==> src/rtl/cpu_clken_pkg.sv <==
package cpu_clken_pkg;

  localparam int RATIO_W = 2;
  localparam int PRE_W   = 3;

  typedef enum logic [RATIO_W-1:0] {
    RAT_QUARTER = 2'b00,
    RAT_THIRD   = 2'b01,
    RAT_HALF    = 2'b10,
    RAT_UNUSED  = 2'b11
  } ratio_e;

  // Terminal count of the prescale counter (divisor minus one).
  function automatic logic [PRE_W-1:0] pre_limit(input ratio_e r);
    case (r)
      RAT_HALF:  pre_limit = PRE_W'(1);
      RAT_THIRD: pre_limit = PRE_W'(2);
      default:   pre_limit = PRE_W'(3);  // RAT_QUARTER and RAT_UNUSED
    endcase
  endfunction

endpackage

==> src/rtl/cpu_clken_prescale.sv <==
module cpu_clken_prescale
  import cpu_clken_pkg::*;
(
  input  logic             clk,
  input  logic             rst,
  input  logic [PRE_W-1:0] limit,
  output logic             wrap
);

  logic [PRE_W-1:0] cnt_q;

  assign wrap = (cnt_q == limit);

  always_ff @(posedge clk) begin
    if (rst)       cnt_q <= '0;
    else if (wrap) cnt_q <= '0;
    else           cnt_q <= cnt_q + PRE_W'(1);
  end

endmodule

==> src/rtl/cpu_clken_binary.sv <==
module cpu_clken_binary #(
  parameter int EXP_W   = 3,
  parameter int MAX_EXP = 6
) (
  input  logic             clk,
  input  logic             rst,
  input  logic             step,
  input  logic [EXP_W-1:0] exp_sel,
  output logic             period_end
);

  localparam int CNT_W = MAX_EXP + 1;

  logic [CNT_W-1:0] cnt_q;
  logic [CNT_W-1:0] last_val;
  logic             at_last;

  // Terminal count is 2**exp - 1: the low exp bits set.
  for (genvar g = 0; g < CNT_W; g++) begin : g_mask
    assign last_val[g] = (exp_sel > EXP_W'(g));
  end

  assign at_last    = (cnt_q == last_val);
  assign period_end = step && at_last;

  always_ff @(posedge clk) begin
    if (rst)               cnt_q <= '0;
    else if (period_end)   cnt_q <= '0;
    else if (step)         cnt_q <= cnt_q + CNT_W'(1);
  end

endmodule

==> src/rtl/cpu_clken_gen.sv <==
module cpu_clken_gen
  import cpu_clken_pkg::*;
#(
  parameter int DIV_W   = 3,
  parameter int MAX_EXP = 6
) (
  input  logic               clk,
  input  logic               rst,
  input  logic [RATIO_W-1:0] ratio_sel,
  input  logic [DIV_W-1:0]   div_sel,
  output logic               clk_en,
  output logic               obs_clk
);

  ratio_e           cfg_ratio_q;
  logic [DIV_W-1:0] cfg_div_q;
  logic [DIV_W-1:0] exp_sat;
  logic [PRE_W-1:0] pre_lim;
  logic             pre_wrap;
  logic             period_end;

  assign pre_lim = pre_limit(cfg_ratio_q);
  assign exp_sat = (cfg_div_q > DIV_W'(MAX_EXP)) ? DIV_W'(MAX_EXP) : cfg_div_q;

  cpu_clken_prescale u_pre (
    .clk   (clk),
    .rst   (rst),
    .limit (pre_lim),
    .wrap  (pre_wrap)
  );

  cpu_clken_binary #(
    .EXP_W   (DIV_W),
    .MAX_EXP (MAX_EXP)
  ) u_bin (
    .clk        (clk),
    .rst        (rst),
    .step       (pre_wrap),
    .exp_sel    (exp_sat),
    .period_end (period_end)
  );

  // Selects are captured only at a period boundary; both counters wrap there.
  always_ff @(posedge clk) begin
    if (rst) begin
      cfg_ratio_q <= RAT_QUARTER;
      cfg_div_q   <= '0;
      clk_en      <= 1'b0;
      obs_clk     <= 1'b0;
    end else begin
      clk_en <= period_end;
      if (period_end) begin
        cfg_ratio_q <= ratio_e'(ratio_sel);
        cfg_div_q   <= div_sel;
        obs_clk     <= ~obs_clk;
      end
    end
  end

endmodule

==> config.mk <==
export PLATFORM = sky130hd
export DESIGN_NAME = cpu_clken_gen
export DESIGN_NICKNAME = d
export VERILOG_FILES = /design/src/rtl/cpu_clken_pkg.sv /design/src/rtl/cpu_clken_prescale.sv /design/src/rtl/cpu_clken_binary.sv /design/src/rtl/cpu_clken_gen.sv
export SDC_FILE = /design/constraint.sdc
export NUM_CORES = 1
export LEC_CHECK = 0
export BUFFER_PORTS_ARGS = -buffer_cell sky130_fd_sc_hd__buf_2
export CELL_PAD_IN_SITES_DETAIL_PLACEMENT = 0
export CELL_PAD_IN_SITES_GLOBAL_PLACEMENT = 2
export CORE_ASPECT_RATIO = 0.5
export CORE_MARGIN = 3
export CORE_UTILIZATION = 30
export CTS_CLUSTER_SIZE = 30
export DETAILED_ROUTE_END_ITERATION = 6
export PLACE_DENSITY = 0.62
export SYNTH_ARGS = -nofsm -noshare
export SYNTH_HDL_FRONTEND = slang
export SYNTH_HIERARCHICAL = 1
export SYNTH_SLANG_ARGS = --single-unit
==> constraint.sdc <==
create_clock -name clk -period 4 [get_ports clk]
set_input_delay 0.6 -clock clk [delete_from_list [all_inputs] [get_ports clk]]
set_output_delay 0.6 -clock clk [all_outputs]
set_load 0.005 [all_outputs]
# --- Word level (Yosys, flattened, before mapping) ---
# Cells that the tools add are included.
word_totals:
  input_bits: 7
  out_inout_bits: 2
  elab_cells: 26
  ff_bits: 17
classes:
  n_addsub: 2
  order_cmp: 8
  n_bitwise: 1
  n_eq_ne: 4
  mux: 2
  n_reduce_logical: 3
ops:
  columns: ["cell", "count"]
  rows:
  - ["$gt A3 B3 Y1 const B", 4]
  - ["$add A7 B1 Y7 const B", 1]
  - ["$eq A7 B7 Y1", 1]
  - ["$gt A3 B1 Y1 const B", 2]
  - ["$gt A3 B2 Y1 const B", 2]
  - ["$pmux W2 S2", 1]
  - ["$reduce_or A2 Y1", 2]
  - ["$add A3 B1 Y3 const B", 1]
  - ["$eq A3 B2 Y1", 1]
  - ["$mux W3", 1]
  - ["$eq A2 B1 Y1 const B", 1]
  - ["$eq A2 B2 Y1 const B", 1]
  - ["$logic_and A1 B1 Y1", 1]
  - ["$not A1 Y1", 1]

# --- Logic depth before layout (Yosys ltp) ---
# Gate-level depths: netlist of the first run.
depth:
  depth_word: 6
  ltp_mapped: 9
  depth_no_buf: 7

# --- Hierarchy ---
# The synthesis of the first run kept the hierarchy.
modules_own_cells:
  columns: ["mod", "area_each_um2", "seq_area_each_um2", "n_inst", "cells_per_inst"]
  rows:
  - ["cpu_clken_binary", 521.8, 140.1, 1, 56]
  - ["cpu_clken_gen", 270.3, 140.1, 1, 27]
  - ["cpu_clken_prescale", 145.1, 60.1, 1, 13]

# --- Worst setup path after synthesis of the first run ---
# OpenSTA, ideal clock, no wires.
synth_path:
  path_kind: "reg-to-reg"
  start: "register cfg_div_q[0]"
  end: "register cfg_div_q[0]"
  arrival_ps: 1994
  setup_time_ps: 114
  period_less_slack_ps: 2109
  required_time_ps: 3886
  path_slack_ps: 1891
  stages_incl_launch_ff: 9
  n_path_buf: 1
  path_cell_list: "dfxtp_1 -> a21boi_0 -> nor3_1 -> a2111o_1 -> and2_2 -> nor4_1 -> buf_6 -> mux2i_1 -> nor2_1"
synth_via:
  elab_chain_len: 5
  word_cells_on_any_way: 11
  cone_classes: "8 x order compare; 1 x eq/ne; 1 x mux; 1 x reduce/logical"
synth_lines:
  columns: ["item", "line", "rtl"]
  rows:
  - ["from (decl)", "cpu_clken_gen.sv:16", "logic [DIV_W-1:0] cfg_div_q;"]
  - ["from (signal assigned)", "cpu_clken_gen.sv:54", "cfg_div_q <= div_sel;"]
  - ["$gt A3 B3 Y1", "cpu_clken_gen.sv:23", "assign exp_sat = (cfg_div_q > DIV_W'(MAX_EXP)) ? DIV_W'(MAX_EXP) : cfg_div_q;"]
  - ["$mux W3 (*)", "cpu_clken_gen.sv:23", null]
  - ["net exp_sat[0]", "cpu_clken_gen.sv:17", "logic [DIV_W-1:0] exp_sat;"]
  - ["$gt A3 B1 Y1, or another cell as far along", "cpu_clken_binary.sv:20", "assign last_val[g] = (exp_sel > EXP_W'(g));"]
  - ["$eq A7 B7 Y1 (*)", "cpu_clken_binary.sv:23", "assign at_last = (cnt_q == last_val);"]
  - ["$logic_and A1 B1 Y1 (*)", "cpu_clken_binary.sv:24", "assign period_end = step && at_last;"]
  - ["net period_end", "cpu_clken_gen.sv:20", "logic period_end;"]
# Mark *: on every way through the listed nets, which the timed path passes. The rest lies on a longest branch.
# A chain may end at the register's enable or synchronous reset.

# --- Worst setup path after layout of the first run ---
layout_path:
  start: "register cfg_div_q[1]"
  end: "register cfg_ratio_q[1]"
layout_via:
  elab_chain_len: 5
  word_cells_on_any_way: 11
  cone_classes: "8 x order compare; 1 x eq/ne; 1 x mux; 1 x reduce/logical"
layout_lines:
  columns: ["item", "line", "rtl"]
  rows:
  - ["$gt A3 B3 Y1 (*)", "cpu_clken_gen.sv:23", null]
  - ["$mux W3 (*)", "cpu_clken_gen.sv:23", null]
  - ["net exp_sat[0]", "cpu_clken_gen.sv:17", null]
  - ["$gt A3 B1 Y1, or another cell as far along", "cpu_clken_binary.sv:20", null]
  - ["$eq A7 B7 Y1 (*)", "cpu_clken_binary.sv:23", null]
  - ["$logic_and A1 B1 Y1 (*)", "cpu_clken_binary.sv:24", null]
  - ["net period_end", "cpu_clken_gen.sv:20", null]
  - ["to (signal assigned)", "cpu_clken_gen.sv:53", "cfg_ratio_q <= ratio_e'(ratio_sel);"]
  - ["to (decl)", "cpu_clken_gen.sv:15", "ratio_e cfg_ratio_q;"]
# Marks and branches as above.

==> results of run 1 <==
## metrics by stage
step	instance area [µm²]	power (mW)
after global routing	1040	0.371
after CTS	1040	0.356
after global placement	990	0.224
after floorplan	937	0.216
after detailed placement	990	0.226
final	1040	0.352
## layer usage
layer  wire length (µm)  share of wire, %
met5                  0                 0
met3                122               6.6
met2                792                43
met4                  0                 0
met1                938                51
## flip-flops by register name (all words and copies together) (netlist names)
signal / cells
cfg_div_q: 3
cfg_ratio_q: 2
clk_en: 1
obs_clk: 1
u_bin/cnt_q: 7
u_pre/cnt_q: 3
## cells by family (layout without fill, tap and decap cells)
kind of cell,Yosys count,in the layout,share of synthesized area (%)
simple gates,28,28,17.6
compound gates,21,21,19.4
other cells,1,1,0.400
mux,6,6,6.41
buf+inv,9,17,6.01
flops,17,17,36.3
fa+ha+maj,2,2,2.67
xor+xnor,12,12,11.2
## area by class of cell
type                    count  area (µm²)  area share, %
clock buffers               3        41.3           3.99
clock inverters             1        5.00          0.483
inverters                   4        15.0           1.45
multi-input cells          70         541           52.2
flip-flops and latches     17         340           32.9
well taps                  37        46.3           4.47
repair buffers              9        47.5           4.59
## power by group through the flow
stage | combinational, mW | sequential [mW] | clock [mW]
after floorplan | 0.0325 | 0.183 | 0
after global placement | 0.0393 | 0.185 | 0
after detailed placement | 0.0408 | 0.186 | 0
after CTS | 0.0411 | 0.182 | 0.133
after global routing | 0.0466 | 0.183 | 0.142
final | 0.0409 | 0.182 | 0.129
## critical path: stages (launching register included)
cell and delay [ns]:
dfxtp_1 0.54, a21boi_0 0.30, and2_4 0.25, a2111o_1 0.45
and2_2 0.19, nor4_1 0.17, buf_4 0.22, mux2i_1 0.19
nor2_1 0.05
## worst max path at each step
stage,endpoint,cells past startpoint,startpoint
after global routing,cfg_ratio_q[0],8,cfg_div_q[2]
after detailed placement,cfg_ratio_q[0],8,cfg_div_q[2]
after floorplan,cfg_div_q[0],8,cfg_div_q[0]
after global placement,cfg_ratio_q[0],8,cfg_div_q[1]
after CTS,cfg_ratio_q[1],8,cfg_div_q[1]
final,cfg_ratio_q[1],8,cfg_div_q[1]
## cells in the final DEF, fill, tap and decap left out, drive strengths merged
cell,n
nand4,2
or3b,1
inv,4
a311oi,3
dfxtp,17
nor2,7
xor2,4
o21bai,1
a2111oi,1
mux2i,6
o21ba,1
o2111ai,1
a2111o,1
nor3,1
a211oi,8
ha,2
and4,1
nand2b,2
a22oi,1
and2,2
or2b,2
xnor2,8
conb,1
nor2b,1
buf,9
nand2,4
a21oi,1
clkbuf,3
o2111a,1
o21ai,1
nand4b,1
nor4,2
clkinv,1
and3,2
a21boi,1
==> impl_metrics.json, run 1 <==
{
  "status": "completed",
  "dp.cells": 137,
  "grt_use_met2_pct": 16.8,
  "syn2layout_area_growth_pct": 10.5,
  "detail_route.first_pass.iterations": 4,
  "wl_mm": 1.85,
  "syn_area_um2": 937,
  "syn-num-nets": 105,
  "post-place-ws_ns": 1.57,
  "worstHoldStart": "u_pre/cnt_q[0]",
  "busiest_layer": "met2",
  "finalNonFillerCells": 141,
  "ir_drop_mv": 0.186,
  "r2r-start": "cfg_div_q[1]",
  "post_cts_buffers": 0,
  "cts_tree": "done",
  "drcViolationCount": 0,
  "holdCritPathClass": "flop to flop",
  "nFillCells": 285,
  "end_kind": "flop",
  "ys_types": 37,
  "initial_core_util_pct": 33.7,
  "setup_viol": 0,
  "yosys.area.top_type": "dfxtp_1",
  "postSynthCellCount": 96,
  "cts-htree-levels": 1,
  "power_density_mw_per_mm2": 339,
  "seqPwrFrac_pct": 51.7,
  "grt_start_max_net_pins": 18,
  "clk_pin_slew_ns": 0.07,
  "final_core_util_pct": 37.2,
  "p_clk_share_pct": 36.7,
  "place_congestion": 0.829,
  "ctsHoldBuffers": 0,
  "worstPathMaxFanout": 12,
  "avgSynthCellArea_um2": 9.76,
  "ys_ff_latch": 17,
  "leakage_nw": 0.340,
  "cp-start-kind": "flop",
  "synth-warning-count": 6,
  "grt_antenna_before_repair": 0,
  "min_path_cells": 1,
  "power_switching_share_pct": 25.0,
  "grt_use_met1_pct": 12.9,
  "clock_sink_count": 17,
  "layout-drive-gt1-share_pct": 20.2,
  "die-area_mm2": 0.00387,
  "synth_common_cells": "17 x dfxtp_1, 8 x xnor2_1, 7 x a211oi_1, 7 x nor2_1, 6 x mux2i_1",
  "grt_pass1_vias": 647,
  "ant_nets": 0,
  "synth_ff_type": "dfxtp_1",
  "max_cap_violations": 0,
  "clockBufferDepth": 2,
  "die_x_um": 85.0,
  "track_usage_pct": 10.3,
  "async_flop_share_pct": 0,
  "cp.required_ns": 4.14,
  "p_int_mw": 0.264,
  "path_class": "flop to flop",
  "vias": 732,
  "root_buffer": "clkbuf_8",
  "use_met3_pct": 5.05,
  "fin_crit_ns": 2.48,
  "io_buffers": 8,
  "worst-r2r-setup-slack_ns": 1.52,
  "core_mm2": 0.00278,
  "place_hpwl_mm": 1.36,
  "yosysSeqAreaShare_pct": 36.3,
  "first_iter_violations": 34,
  "diodes": 0,
  "slew_headroom_pct": 60.5,
  "comb_power_share_pct": 11.6,
  "fmax_mhz": 404,
  "yosys.area.top_type_share_pct": 36.3,
  "cp.arrival_ns": 2.61,
  "grt_overflow_total": 0,
  "slew_violations": 0,
  "tightest_slew_ns": 0.578,
  "skew_ns": 0.00406,
  "fin_tns_setup_ns": 0,
  "ios": 9,
  "rows": 13,
  "rr_endpoint": "cfg_ratio_q[1]",
  "fin_ws_ns": 1.52,
  "clk_latency_ns": 0.25,
  "wire_per_inst_um": 13.1,
  "synth-edff-count": 0,
  "whs_endpoint": "u_pre/cnt_q[0]",
  "p_sw_mw": 0.0880,
  "synth.area.top_cells": "dfxtp_1 36%, xnor2_1 7.5%, mux2i_1 6.4%",
  "die_h_um": 45.5,
  "numCtsBuffers": 3,
  "rsz0062_at_grt": "no",
  "routed_via_density": 5.19,
  "synth_most_common_cell": "dfxtp_1",
  "cts_resized": 0,
  "fin_nets": 114,
  "finalHoldViolations": 0,
  "reg2reg_depth": 8,
  "finalCritPeriodShare_pct": 61.9,
  "grt_pass1_wl_mm": 3.04,
  "holdWs_ns": 0.490
}
Note: power is estimated with default switching activity, not from simulation.
==> run 2, diff against run 1 <==
- ABC_AREA: default -> 1
- PLACE_DENSITY: 0.62 -> 0.71
- clock period: 4 -> 2.4 ns (I/O delays scaled with it)
==> impl_metrics.json, run 2 <==
{
  "grt_pass1_vias": 702,
  "path_class": "flop to flop",
  "slew_violations": 0,
  "regMostFlops": "u_bin/cnt_q",
  "die-area_mm2": 0.00383,
  "comb_power_share_pct": 12.5,
  "fin_nets": 161,
  "drcViolationCount": 0,
  "r2r-start": "cfg_div_q[2]",
  "core_mm2": 0.00277,
  "cp-start-kind": "flop",
  "yosys.area.top_type_share_pct": 36.8,
  "fin_tns_setup_ns": 0,
  "nFillCells": 313,
  "setup_viol": 0,
  "fin_crit_ns": 2.00,
  "clk_pin_slew_ns": 0.07,
  "wl_mm": 1.83,
  "yosys.area.top_type": "dfxtp_1",
  "ant_nets": 0,
  "seqPwrFrac_pct": 50.7,
  "leakage_nw": 0.512,
  "final_core_util_pct": 38.0,
  "syn2layout_area_growth_pct": 13.5,
  "first_iter_violations": 35,
  "fin_ws_ns": 0.396,
  "skew_ns": 0.00206,
  "total_power_mw": 0.607,
  "p_clk_share_pct": 36.8,
  "cts-htree-levels": 1,
  "finalHoldViolations": 0,
  "rows": 13,
  "ios": 9,
  "die_h_um": 45.3,
  "place_hpwl_mm": 1.42,
  "synth_ff_type": "dfxtp_1",
  "clk_latency_ns": 0.26,
  "routed_via_density": 4.04,
  "p_int_mw": 0.442,
  "synth_most_common_cell": "nor2_1",
  "grt_start_max_net_pins": 11,
  "end_kind": "flop",
  "synth.area.top_cells": "dfxtp_1 37%, nor2_1 13%, nand2_1 12%",
  "power_density_mw_per_mm2": 578,
  "async_flop_share_pct": 0,
  "grt_antenna_before_repair": 0,
  "grt_pass1_wl_mm": 3.11,
  "clock_sink_count": 17,
  "place_congestion": 0.697,
  "power_switching_share_pct": 27.2,
  "synth_common_cells": "33 x nor2_1, 30 x nand2_1, 21 x inv_1",
  "ir_drop_mv": 0.228,
  "grt_overflow_total": 0,
  "holdWs_ns": 0.301,
  "reg2reg_depth": 10,
  "crit_end": "cfg_div_q[0]",
  "synth-edff-count": 0,
  "io_buffers": 8,
  "wire_per_inst_um": 9.76,
  "fin_area_mm2": 0.00105,
  "yosysSeqAreaShare_pct": 36.8,
  "layout-drive-gt1-share_pct": 15.9,
  "dpl_cell_area_mm2": 0.00100,
  "track_usage_pct": 10.7,
  "holdCritPathClass": "input pin to flop",
  "numCtsBuffers": 3,
  "cts_tree": "done",
  "ctsHoldBuffers": 0,
  "finalNonFillerCells": 188,
  "p_sw_mw": 0.165,
  "ys_types": 23,
  "syn_area_um2": 926,
  "max_cap_violations": 0,
  "die_x_um": 84.6,
  "worstPathMaxFanout": 8,
  "clockBufferDepth": 2,
  "startpoint": "cfg_div_q[2]",
  "largestRegisters": "u_bin/cnt_q x7, cfg_div_q x3, u_pre/cnt_q x3",
  "cp.arrival_ns": 2.16,
  "cp.required_ns": 2.55,
  "detail_route.first_pass.iterations": 4,
  "vias": 760,
  "initial_core_util_pct": 33.5,
  "root_buffer": "clkbuf_8",
  "dp.cells": 184,
  "mostFrequentLayoutCell": "nor2_1",
  "post_cts_buffers": 0,
  "avgSynthCellArea_um2": 6.61,
  "finalCritPeriodShare_pct": 83.5,
  "cts_resized": 0,
  "post-place-ws_ns": 0.402,
  "diodes": 0,
  "ys_ff_latch": 17,
  "final_cell_mix": "33 x nor2_1, 30 x nand2_1, 21 x inv_1",
  "rsz0062_at_grt": "no",
  "rr_endpoint": "cfg_div_q[0]",
  "fmax_mhz": 499,
  "synth-warning-count": 6,
  "worst-r2r-setup-slack_ns": 0.40,
  "largest_reg_flops": 7,
  "status": "completed",
  "postSynthCellCount": 140
}
run 2: worst min path at each step:
| stage | startpoint | end | slack, ns | cells after the start |
|---|---|---|---|---|
| after floorplan | u_pre/cnt_q[0] | u_pre/cnt_q[0] | 0.43 | 1 |
| after global placement | u_pre/cnt_q[0] | u_pre/cnt_q[0] | 0.45 | 1 |
| after detailed placement | u_pre/cnt_q[0] | u_pre/cnt_q[0] | 0.46 | 1 |
| after CTS | rst | clk_en | 0.30 | 2 |
| after global routing | rst | clk_en | 0.31 | 2 |
| final | rst | clk_en | 0.30 | 2 |
run 2: cell type report:
cell class	count	area, µm²	share of cell area, %
multi-input cells	98	484	46.1
flip-flops and latches	17	340	32.4
inverters	23	86.3	8.21
repair buffers	9	47.5	4.52
well taps	37	46.3	4.40
clock buffers	3	41.3	3.93
clock inverters	1	5.00	0.476
run 2: kinds of logic after synthesis:
group | synth area share [%]
buffers and inverters | 11.4
DFF | 36.8
other | 0.405
and+or+nand+nor | 36.1
adders and majority gates | 2.70
xor gates and xnor gates | 6.62
AOI/OAI and AO/OA | 6.08
run 2: power groups by stage:
stage / Combinational [mW] / Clock, mW / Sequential, mW
global placement: 0.0771 / 0 / 0.315
detailed placement: 0.0762 / 0 / 0.315
CTS: 0.0765 / 0.235 / 0.308
floorplan: 0.0624 / 0 / 0.309
finish: 0.0757 / 0.223 / 0.308
global route: 0.0889 / 0.240 / 0.310
run 2: routing by layer:
layer,GRT usage (%),share of wire (%),vias up
met3,4.37,4.6,2
met5,0,0,-
li1,-,-,439
met4,2.84,0.55,0
met1,14.3,58,312
met2,16.0,37,7
run 2: critical path, stage by stage (launching register included):
cell and delay [ns]:
dfxtp_1 0.39, a21boi_0 0.44, inv_1 0.17, o21ai_2 0.16, nand2_1 0.06, nor2_1 0.11, nand3_2 0.12, inv_1 0.21
inv_2 0.10, nor2_1 0.10, nor2_1 0.05
